[src/rtl/ubrk_pkg.sv]
package ubrk_pkg;
  typedef enum logic {
    LINE_LOW  = 1'b0,
    LINE_IDLE = 1'b1
  } line_e;
endpackage

[src/rtl/ubrk_rst_sync.sv]
module ubrk_rst_sync (
  input  logic clk,
  input  logic arst_n,
  output logic rst_n_o
);
  logic [1:0] stg_q;
  logic [1:0] stg_d;

  always_comb begin
    stg_d = {stg_q[0], 1'b1};
  end

  always_ff @(posedge clk or negedge arst_n) begin
    if (!arst_n) stg_q <= 2'b00;
    else         stg_q <= stg_d;
  end

  assign rst_n_o = stg_q[1];
endmodule

[src/rtl/ubrk_rx_sync.sv]
module ubrk_rx_sync #(
  parameter int STAGES = 2
) (
  input  logic clk,
  input  logic rst_n,
  input  logic rx_i,
  output logic rx_o
);
  import ubrk_pkg::*;

  logic [STAGES-1:0] chain_q;
  logic [STAGES-1:0] chain_d;

  generate
    if (STAGES == 1) begin : g_one
      always_comb chain_d = rx_i;
    end else begin : g_many
      always_comb chain_d = {chain_q[STAGES-2:0], rx_i};
    end
  endgenerate

  always_ff @(posedge clk or negedge rst_n) begin
    if (!rst_n) chain_q <= {STAGES{LINE_IDLE}};
    else        chain_q <= chain_d;
  end

  assign rx_o = chain_q[STAGES-1];
endmodule

[src/rtl/ubrk_detect.sv]
module ubrk_detect #(
  parameter int TMO_W     = 16,
  parameter int PULSE_LEN = 4
) (
  input  logic             clk,
  input  logic             rst_n,
  input  logic             rx_s,
  input  logic [TMO_W-1:0] timeout_i,
  output logic             pulse_o
);
  import ubrk_pkg::*;

  localparam int                PCW     = $clog2(PULSE_LEN + 1);
  localparam logic [TMO_W-1:0]  CNT_MAX = '1;
  localparam logic [PCW-1:0]    PLOAD   = PCW'(PULSE_LEN);

  logic [TMO_W-1:0] cnt_q, cnt_d;
  logic [PCW-1:0]   pcnt_q, pcnt_d;
  logic             armed_q, armed_d;
  logic             line_low, trig;

  always_comb begin
    line_low = (rx_s == LINE_LOW);
    trig     = armed_q && line_low && (timeout_i != '0) && (cnt_q >= timeout_i);

    cnt_d = cnt_q;
    if (!line_low)              cnt_d = '0;
    else if (cnt_q != CNT_MAX)  cnt_d = cnt_q + 1'b1;

    armed_d = armed_q;
    if (trig)           armed_d = 1'b0;
    else if (!line_low) armed_d = 1'b1;

    pcnt_d = pcnt_q;
    if (trig)               pcnt_d = PLOAD;
    else if (pcnt_q != '0)  pcnt_d = pcnt_q - 1'b1;
  end

  always_ff @(posedge clk or negedge rst_n) begin
    if (!rst_n) begin
      cnt_q   <= '0;
      armed_q <= 1'b1;
      pcnt_q  <= '0;
    end else begin
      cnt_q   <= cnt_d;
      armed_q <= armed_d;
      pcnt_q  <= pcnt_d;
    end
  end

  assign pulse_o = (pcnt_q != '0);

  // a new pulse only follows a low synchronized sample
  assert_pulse_after_low_R2: assert property (@(posedge clk) disable iff (!rst_n)
    $rose(pulse_o) |-> $past(rx_s) == LINE_LOW);

  // while disarmed and the line stays low, no new pulse starts
  assert_no_rearm_R6: assert property (@(posedge clk) disable iff (!rst_n)
    (!armed_q && rx_s == LINE_LOW && !pulse_o) |=> !pulse_o);

  // zero timeout never launches a pulse
  assert_zero_disables_R7: assert property (@(posedge clk) disable iff (!rst_n)
    (timeout_i == '0 && !pulse_o) |=> !pulse_o);
endmodule

[src/rtl/ubrk_tx_gen.sv]
module ubrk_tx_gen #(
  parameter int BRK_W = 8
) (
  input  logic             clk,
  input  logic             rst_n,
  input  logic             req_i,
  input  logic [BRK_W-1:0] len_i,
  output logic             hold_low_o
);
  logic [BRK_W-1:0] cnt_q, cnt_d;
  logic             req_q, req_d;
  logic             start;

  always_comb begin
    start = req_i && !req_q && (cnt_q == '0) && (len_i != '0);
    req_d = req_i;
    cnt_d = cnt_q;
    if (start)              cnt_d = len_i;
    else if (cnt_q != '0)   cnt_d = cnt_q - 1'b1;
  end

  always_ff @(posedge clk or negedge rst_n) begin
    if (!rst_n) begin
      cnt_q <= '0;
      req_q <= 1'b0;
    end else begin
      cnt_q <= cnt_d;
      req_q <= req_d;
    end
  end

  assign hold_low_o = (cnt_q != '0);

  // a break begins only after a request was seen
  assert_start_on_req_R9: assert property (@(posedge clk) disable iff (!rst_n)
    $rose(hold_low_o) |-> $past(req_i));

  // a running break counts down undisturbed by new requests
  assert_busy_ignores_R10: assert property (@(posedge clk) disable iff (!rst_n)
    (cnt_q != '0) |=> (cnt_q == $past(cnt_q) - 1'b1));
endmodule

[src/rtl/uart_break_guard.sv]
module uart_break_guard #(
  parameter int TMO_W     = 16,
  parameter int BRK_W     = 8,
  parameter int PULSE_LEN = 4
) (
  input  logic             clk,
  input  logic             rst_n,
  input  logic             rx_i,
  input  logic [TMO_W-1:0] brk_timeout_i,
  input  logic             send_brk_i,
  input  logic [BRK_W-1:0] brk_len_i,
  output logic             sys_rst_o,
  output logic             tx_brk_o,
  output logic             io_tristate_o
);
  logic rst_n_s;
  logic rx_s;

  ubrk_rst_sync u_rst (
    .clk     (clk),
    .arst_n  (rst_n),
    .rst_n_o (rst_n_s)
  );

  ubrk_rx_sync #(.STAGES(2)) u_rx (
    .clk   (clk),
    .rst_n (rst_n_s),
    .rx_i  (rx_i),
    .rx_o  (rx_s)
  );

  ubrk_detect #(.TMO_W(TMO_W), .PULSE_LEN(PULSE_LEN)) u_det (
    .clk       (clk),
    .rst_n     (rst_n_s),
    .rx_s      (rx_s),
    .timeout_i (brk_timeout_i),
    .pulse_o   (sys_rst_o)
  );

  ubrk_tx_gen #(.BRK_W(BRK_W)) u_tx (
    .clk        (clk),
    .rst_n      (rst_n_s),
    .req_i      (send_brk_i),
    .len_i      (brk_len_i),
    .hold_low_o (tx_brk_o)
  );

  assign io_tristate_o = !rst_n_s || sys_rst_o;

  // pins float whenever a reset request is active
  assert_float_in_reset_R8: assert property (@(posedge clk) disable iff (!rst_n_s)
    sys_rst_o |-> io_tristate_o);
endmodule

[config.mk]
export PLATFORM = sky130hd
export DESIGN_NAME = uart_break_guard
export DESIGN_NICKNAME = d
export VERILOG_FILES = /design/src/rtl/ubrk_pkg.sv /design/src/rtl/ubrk_rst_sync.sv /design/src/rtl/ubrk_rx_sync.sv /design/src/rtl/ubrk_detect.sv /design/src/rtl/ubrk_tx_gen.sv /design/src/rtl/uart_break_guard.sv
export SDC_FILE = /design/constraint.sdc
export NUM_CORES = 1
export LEC_CHECK = 0
export ABC_AREA = 1
export BUFFER_PORTS_ARGS = -buffer_cell sky130_fd_sc_hd__buf_2
export CORE_ASPECT_RATIO = 0.8
export CORE_MARGIN = 3
export CORE_UTILIZATION = 45
export CTS_CLUSTER_DIAMETER = 40
export DETAILED_ROUTE_END_ITERATION = 12
export HOLD_SLACK_MARGIN = 0.06
export PLACE_DENSITY = 0.77
export RECOVER_POWER = 100
export SKIP_LAST_GASP = 1
export SLEW_MARGIN = 30
export SYNTH_ARGS = -nofsm -noshare
export SYNTH_HDL_FRONTEND = slang
export SYNTH_SLANG_ARGS = --single-unit
[constraint.sdc]
create_clock -name clk -period 2.1 [get_ports clk]
set_input_delay 0.315 -clock clk [delete_from_list [all_inputs] [get_ports clk]]
set_output_delay 0.315 -clock clk [all_outputs]
set_load 0.005 [all_outputs]
# Word-level counts from Yosys, hierarchy flattened
# Cells that the tools add are included.
# op_classes
n_addsub,3
magnitude_cmp,1
eq_ne,1
n_mux,8
bitwise,1
n_reduce_logical,18
# op_table
cell,n
2-to-1 mux 16 bit,2
adder 16 x 1 -> 16 bit (second input constant),1
>= comparator 16 bit,1
2-to-1 mux 8 bit,2
!= test 16 bit (second input constant),1
nonzero test 16 bit,1
nonzero test 8 bit,2
zero test 8 bit,1
nonzero test 2 bit,4
subtractor 8 x 1 -> 8 bit (second input constant),1
logical AND 1 bit,6
2-to-1 mux 3 bit,2
nonzero test 3 bit,1
subtractor 3 x 1 -> 3 bit (second input constant),1
zero test 1 bit,2
2-to-1 mux 1 bit,2
logical OR 1 bit,1
inverter 1 bit,1
# word_totals
reg_bits,33
input_bits,28

# Logic depth before layout (Yosys ltp)
# depth
ltp_word,5
ltp_mapped,13
ltp_nobuf,13

# Cells and area by module
# From an unflattened synthesis, not the netlist that was laid out.
# unflattened
hier_cells,317
hier_area_um2,2363.5
# modules_own_cells
module,n_inst,cells_per_inst,area_each_um2,seq_area_each_um2
ubrk_detect,1,229,1660.3,501.7
ubrk_tx_gen,1,81,589.3,225.2
ubrk_rst_sync,1,3,53.8,50.0
ubrk_rx_sync,1,2,52.6,52.6
uart_break_guard,1,2,7.5,0.0

# Worst setup path before layout
# Ideal clock, no wire load.
# synth_timing
path_type,reg-to-output
from,reg u_rst.stg_q[1]
to,out io_tristate_o
arrival_time_ns,1.124
path_slack_ns,0.661
stages_incl_launch_ff,2
path_buffers,0
path_cell_list,dfrtp_1 -> nand2_1
# synth_via
elab_chain_cells,2
# synth_rtl
element,line,text
start: declaration,ubrk_rst_sync.sv:6,logic [1:0] stg_q;
start signal: assignment,ubrk_rst_sync.sv:15,else stg_q <= stg_d;
zero test 1 bit (no source line),-,
logical OR 1 bit,uart_break_guard.sv:48,assign io_tristate_o = !rst_n_s || sys_rst_o;
end: declaration,uart_break_guard.sv:14,output logic io_tristate_o
# No other way between the ends.

# Worst setup path in the final report
# layout_timing
from,reg u_tx.cnt_q[0]
to,out tx_brk_o
# layout_via
elab_chain_cells,1
# layout_rtl
element,line,text
start: declaration,ubrk_tx_gen.sv:10,"logic [BRK_W-1:0] cnt_q, cnt_d;"
start signal: assignment,ubrk_tx_gen.sv:27,cnt_q <= cnt_d;
nonzero test 8 bit,ubrk_tx_gen.sv:32,assign hold_low_o = (cnt_q != '0);
end: declaration,uart_break_guard.sv:13,"output logic tx_brk_o,"
# No other way between the ends.

==> results.cfg <==
[die]
die_width_um = 84.9
floorplan.initialDensity_pct = 47.6
rows = 22
fp.dieArea_sq_um = 5870
fp.coreArea_sq_um = 4710
design.portCount = 31
die_height_um = 69.1

[clocking]
cts_tree = yes
cts-root-buf = sky130_fd_sc_hd__clkbuf_8
clk_pin_slew_ns = 0.06
numClockSinks = 33
tritoncts.num_buffers = 5
cts_resized = 0
cts_max_level = 2
clk_path_buf_depth = 2
clk-insertion-delay-late_ns = 0.28

[drt]
sum_of_routed_wire_length_over_all_layers_um = 4820
vias = 1952
viasPerCell = 5.01
detailed_router_iteration_count_before_antenna_repair = 4
remaining_drc_errors = 0
route.antenna.remaining_nets = 0
dr.first_iter.drc_count = 136
routed_len_inst_um = 12.4

[sta]
worst_slew_pin_slew_ns = 0.771
hold_violations = 0
final_critical_delay_including_setup_and_external_delays_ns = 1.85
setup_viol_count_final = 0
max_freq_ghz = 0.541
final_critical_path_setup_slack_ns = 0.250
maxSlewViolCount = 0
post-route-period-util_pct = 88.1
fin_tns_setup_ns = 0
fin_skew_ns = 0.00617
rsz0062_at_grt = false
relSlewSlack_pct = 48.6

[placement]
dp_hpwl_um = 3830
routability_cong = 0.852
dpl.cell_count = 380
port_buffers = 30
placement.setup.worst_slack_ns = 0.339

[power_and_ir_drop]
power.sequential.fraction_pct = 45.3
power.density_nw_per_um2 = 610
sw_frac_of_total_pct = 25.3
clock_power_share_pct = 38.7
power.switching_uw = 396
comb_power_share_pct = 16.0
maximum_vdd_drop_v = 0.000369
internal_power_mw = 1.17
static-leakage-power_nw = 1.34

[finish]
final_core_utilization_pct = 54.5
final_net_count = 377
diodes = 0
layout-drive-gt1-share_pct = 16.7
signed_area_change_from_the_synthesized_netlist_to_the_final_layout_pct = 14.3
fillerInstances = 438
layoutNonFillerInstCount = 390

[logic_synthesis]
synthesis.instances = 291
syn_nets = 339
seq_area_frac_synth_pct = 37.0
yosys_warnings = 0
fraction_of_synthesized_cell_area_taken_by_the_top_area_cell_type_pct = 33.5
synthDistinctLibCells = 32
largest_cells_by_area_after_synthesis = sky130_fd_sc_hd__dfrtp_1, sky130_fd_sc_hd__ha_1, sky130_fd_sc_hd__nand2_1, sky130_fd_sc_hd__inv_1, sky130_fd_sc_hd__nor2_1
yosys_register_bits = 33
postSynthAreaPerCell_sq_um = 7.70
synth_area_sq_um = 2240
yosysTopAreaCell = sky130_fd_sc_hd__dfrtp_1

[critical_path]
crit-reg2reg-capture = u_det.cnt_q[0]
startpoint_class = flop
worst_setup_path_startpoint = u_tx.cnt_q[0]
critical_path.endpoint_type = output pin
rrSetupSlack_ns = 0.26
worst-endpoint-required_ns = 1.78
timing.critical_path.to = tx_brk_o
cp.arrival_ns = 1.53
timing.reg2reg.worst_path_depth = 6
r2r-start = u_det.cnt_q[0]
path_class = flop to output pin
critical_path.max_fanout = 6

[min_path]
min-delay-start = rx_i
min-delay-path-class = input pin to flop

[global_routing]
grt_start_max_net_pins = 32
first_pass_grt_wire_length_um = 8040
grt_use_total_pct = 16.7
grt.overflow.total = 0
grt_antenna_before_repair = 0
grt_pass1_vias = 1842

[run]
drv.max_cap_violation_count = 0

[run_status]
status = complete, no violations
synth_stat cells:
cell / instances
sky130_fd_sc_hd__nor3b_1: 1
sky130_fd_sc_hd__nand3b_1: 1
sky130_fd_sc_hd__a21oi_1: 12
sky130_fd_sc_hd__nor2_1: 29
sky130_fd_sc_hd__nand2_1: 65
sky130_fd_sc_hd__inv_1: 43
sky130_fd_sc_hd__nand4_2: 2
sky130_fd_sc_hd__nor3_1: 5
sky130_fd_sc_hd__a21boi_0: 1
sky130_fd_sc_hd__xor2_1: 4
sky130_fd_sc_hd__conb_1: 1
sky130_fd_sc_hd__o31ai_1: 4
sky130_fd_sc_hd__buf_6: 1
sky130_fd_sc_hd__o21ai_0: 6
sky130_fd_sc_hd__nand2_2: 4
sky130_fd_sc_hd__xnor2_1: 4
sky130_fd_sc_hd__nand3_1: 21
sky130_fd_sc_hd__dfstp_2: 3
sky130_fd_sc_hd__nor3_2: 1
sky130_fd_sc_hd__nand4_1: 9
sky130_fd_sc_hd__buf_2: 1
sky130_fd_sc_hd__ha_1: 20
sky130_fd_sc_hd__nor2_4: 2
sky130_fd_sc_hd__or2_2: 3
sky130_fd_sc_hd__nand3_2: 1
sky130_fd_sc_hd__nor3_4: 2
sky130_fd_sc_hd__inv_2: 3
sky130_fd_sc_hd__o211a_1: 1
sky130_fd_sc_hd__nor2_2: 4
sky130_fd_sc_hd__dfrtp_1: 30
sky130_fd_sc_hd__nor4_1: 3
sky130_fd_sc_hd__o21ai_1: 4
state kept, by name (all words and copies together), names as in the netlist:
name and cells:
u_det.cnt_q 16, u_rx.chain_q 2, u_det.armed_q 1, u_tx.req_q 1, u_det.pcnt_q 3, u_rst.stg_q 2, u_tx.cnt_q 8
cell type report:
| class | count | area, sq um | area share [%] |
|---|---|---|---|
| Multi-Input combinational cell | 210 | 1200 | 47.0 |
| Sequential cell | 33 | 830 | 32.4 |
| Inverter | 46 | 173 | 6.74 |
| Timing Repair Buffer | 33 | 165 | 6.44 |
| Clock buffer | 7 | 86.3 | 3.37 |
| Tap cell | 60 | 75.1 | 2.93 |
| Clock inverter | 1 | 30.0 | 1.17 |
routing by layer:
layer	vias up	track usage [%]	wire length (um)
li1	1023	-	-
met1	869	24.0	2380
met2	51	25.3	2110
met3	9	3.35	256
met4	0	5.45	74
met5	-	0	0
cell usage in the layout (no fill, tap or decap), types with 2 or more instances in the layout:
master | synthesis | final
sky130_fd_sc_hd__buf_2 | 1 | 27
sky130_fd_sc_hd__nor4_1 | 3 | 3
sky130_fd_sc_hd__xnor2_1 | 4 | 4
sky130_fd_sc_hd__nor3_4 | 2 | 2
sky130_fd_sc_hd__a21oi_1 | 12 | 12
sky130_fd_sc_hd__or2_2 | 3 | 3
sky130_fd_sc_hd__inv_1 | 43 | 43
sky130_fd_sc_hd__clkbuf_8 | 0 | 6
sky130_fd_sc_hd__dfrtp_1 | 30 | 30
sky130_fd_sc_hd__nor2_1 | 29 | 32
sky130_fd_sc_hd__nand2_1 | 65 | 65
sky130_fd_sc_hd__nand2_2 | 4 | 4
sky130_fd_sc_hd__o21ai_0 | 6 | 7
sky130_fd_sc_hd__ha_1 | 20 | 20
sky130_fd_sc_hd__nor2_4 | 2 | 2
sky130_fd_sc_hd__o21ai_1 | 4 | 3
sky130_fd_sc_hd__nor3_1 | 5 | 5
sky130_fd_sc_hd__dfstp_2 | 3 | 3
sky130_fd_sc_hd__nand4_1 | 9 | 10
sky130_fd_sc_hd__inv_2 | 3 | 3
sky130_fd_sc_hd__xor2_1 | 4 | 4
sky130_fd_sc_hd__clkbuf_1 | 0 | 5
sky130_fd_sc_hd__nand3_1 | 21 | 22
sky130_fd_sc_hd__o31ai_1 | 4 | 4
power by group through the flow:
stage	Combinational [mW]	Sequential (mW)	Clock, mW
final	0.251	0.709	0.605
after global routing	0.296	0.713	0.643
after CTS	0.253	0.708	0.617
after detailed placement	0.249	0.719	0
after global placement	0.243	0.718	0
after floorplan	0.164	0.721	0
metrics by stage:
stage / power [mW] / hold slack, ns / area (sq um)
global route: 1.65 / 0.124 / 2560
finish: 1.56 / 0.130 / 2560
floorplan: 0.885 / 0.0194 / 2240
detailed placement: 0.969 / 0.107 / 2460
CTS: 1.58 / 0.125 / 2580
global placement: 0.961 / 0.107 / 2460
worst min-delay path by stage:
stage	endpoint	slack [ns]	cells after the start
after CTS	u_rx.chain_q[0]	0.13	1
after floorplan	u_rst.stg_q[0]	0.02	0
after detailed placement	u_rst.stg_q[0]	0.11	1
after global routing	u_rx.chain_q[0]	0.12	1
final	u_rx.chain_q[0]	0.13	1
after global placement	u_rst.stg_q[0]	0.11	1
timing repair:
| item | in CTS | in global routing |
|---|---|---|
| endpoints found under the setup margin | 0 | 1 |
| hold endpoints to repair | 2 | 0 |
| hold buffers | 1 | 0 |
| buffers inserted | 0 | 1 |
kinds of logic after synthesis:
kind of cell | after synthesis | share of synthesized area [%]
AND/OR/NAND/NOR | 153 | 33.1
XOR/XNOR | 8 | 3.12
AO/OA/AOI/OAI | 28 | 7.03
flip-flops | 33 | 37.0
buffers and inverters | 48 | 8.43
adder cells (fa/ha/maj) | 20 | 11.2
other | 1 | 0.167
worst max-delay path, cell delays in order (launching register included):
cell and delay (ns):
sky130_fd_sc_hd__dfrtp_1 0.38, sky130_fd_sc_hd__inv_1 0.11, sky130_fd_sc_hd__ha_1 0.23, sky130_fd_sc_hd__nand4_1 0.18, sky130_fd_sc_hd__nor2_4 0.16, sky130_fd_sc_hd__inv_2 0.07
sky130_fd_sc_hd__buf_2 0.13
No activity file was read; power rests on OpenSTA's default activity.
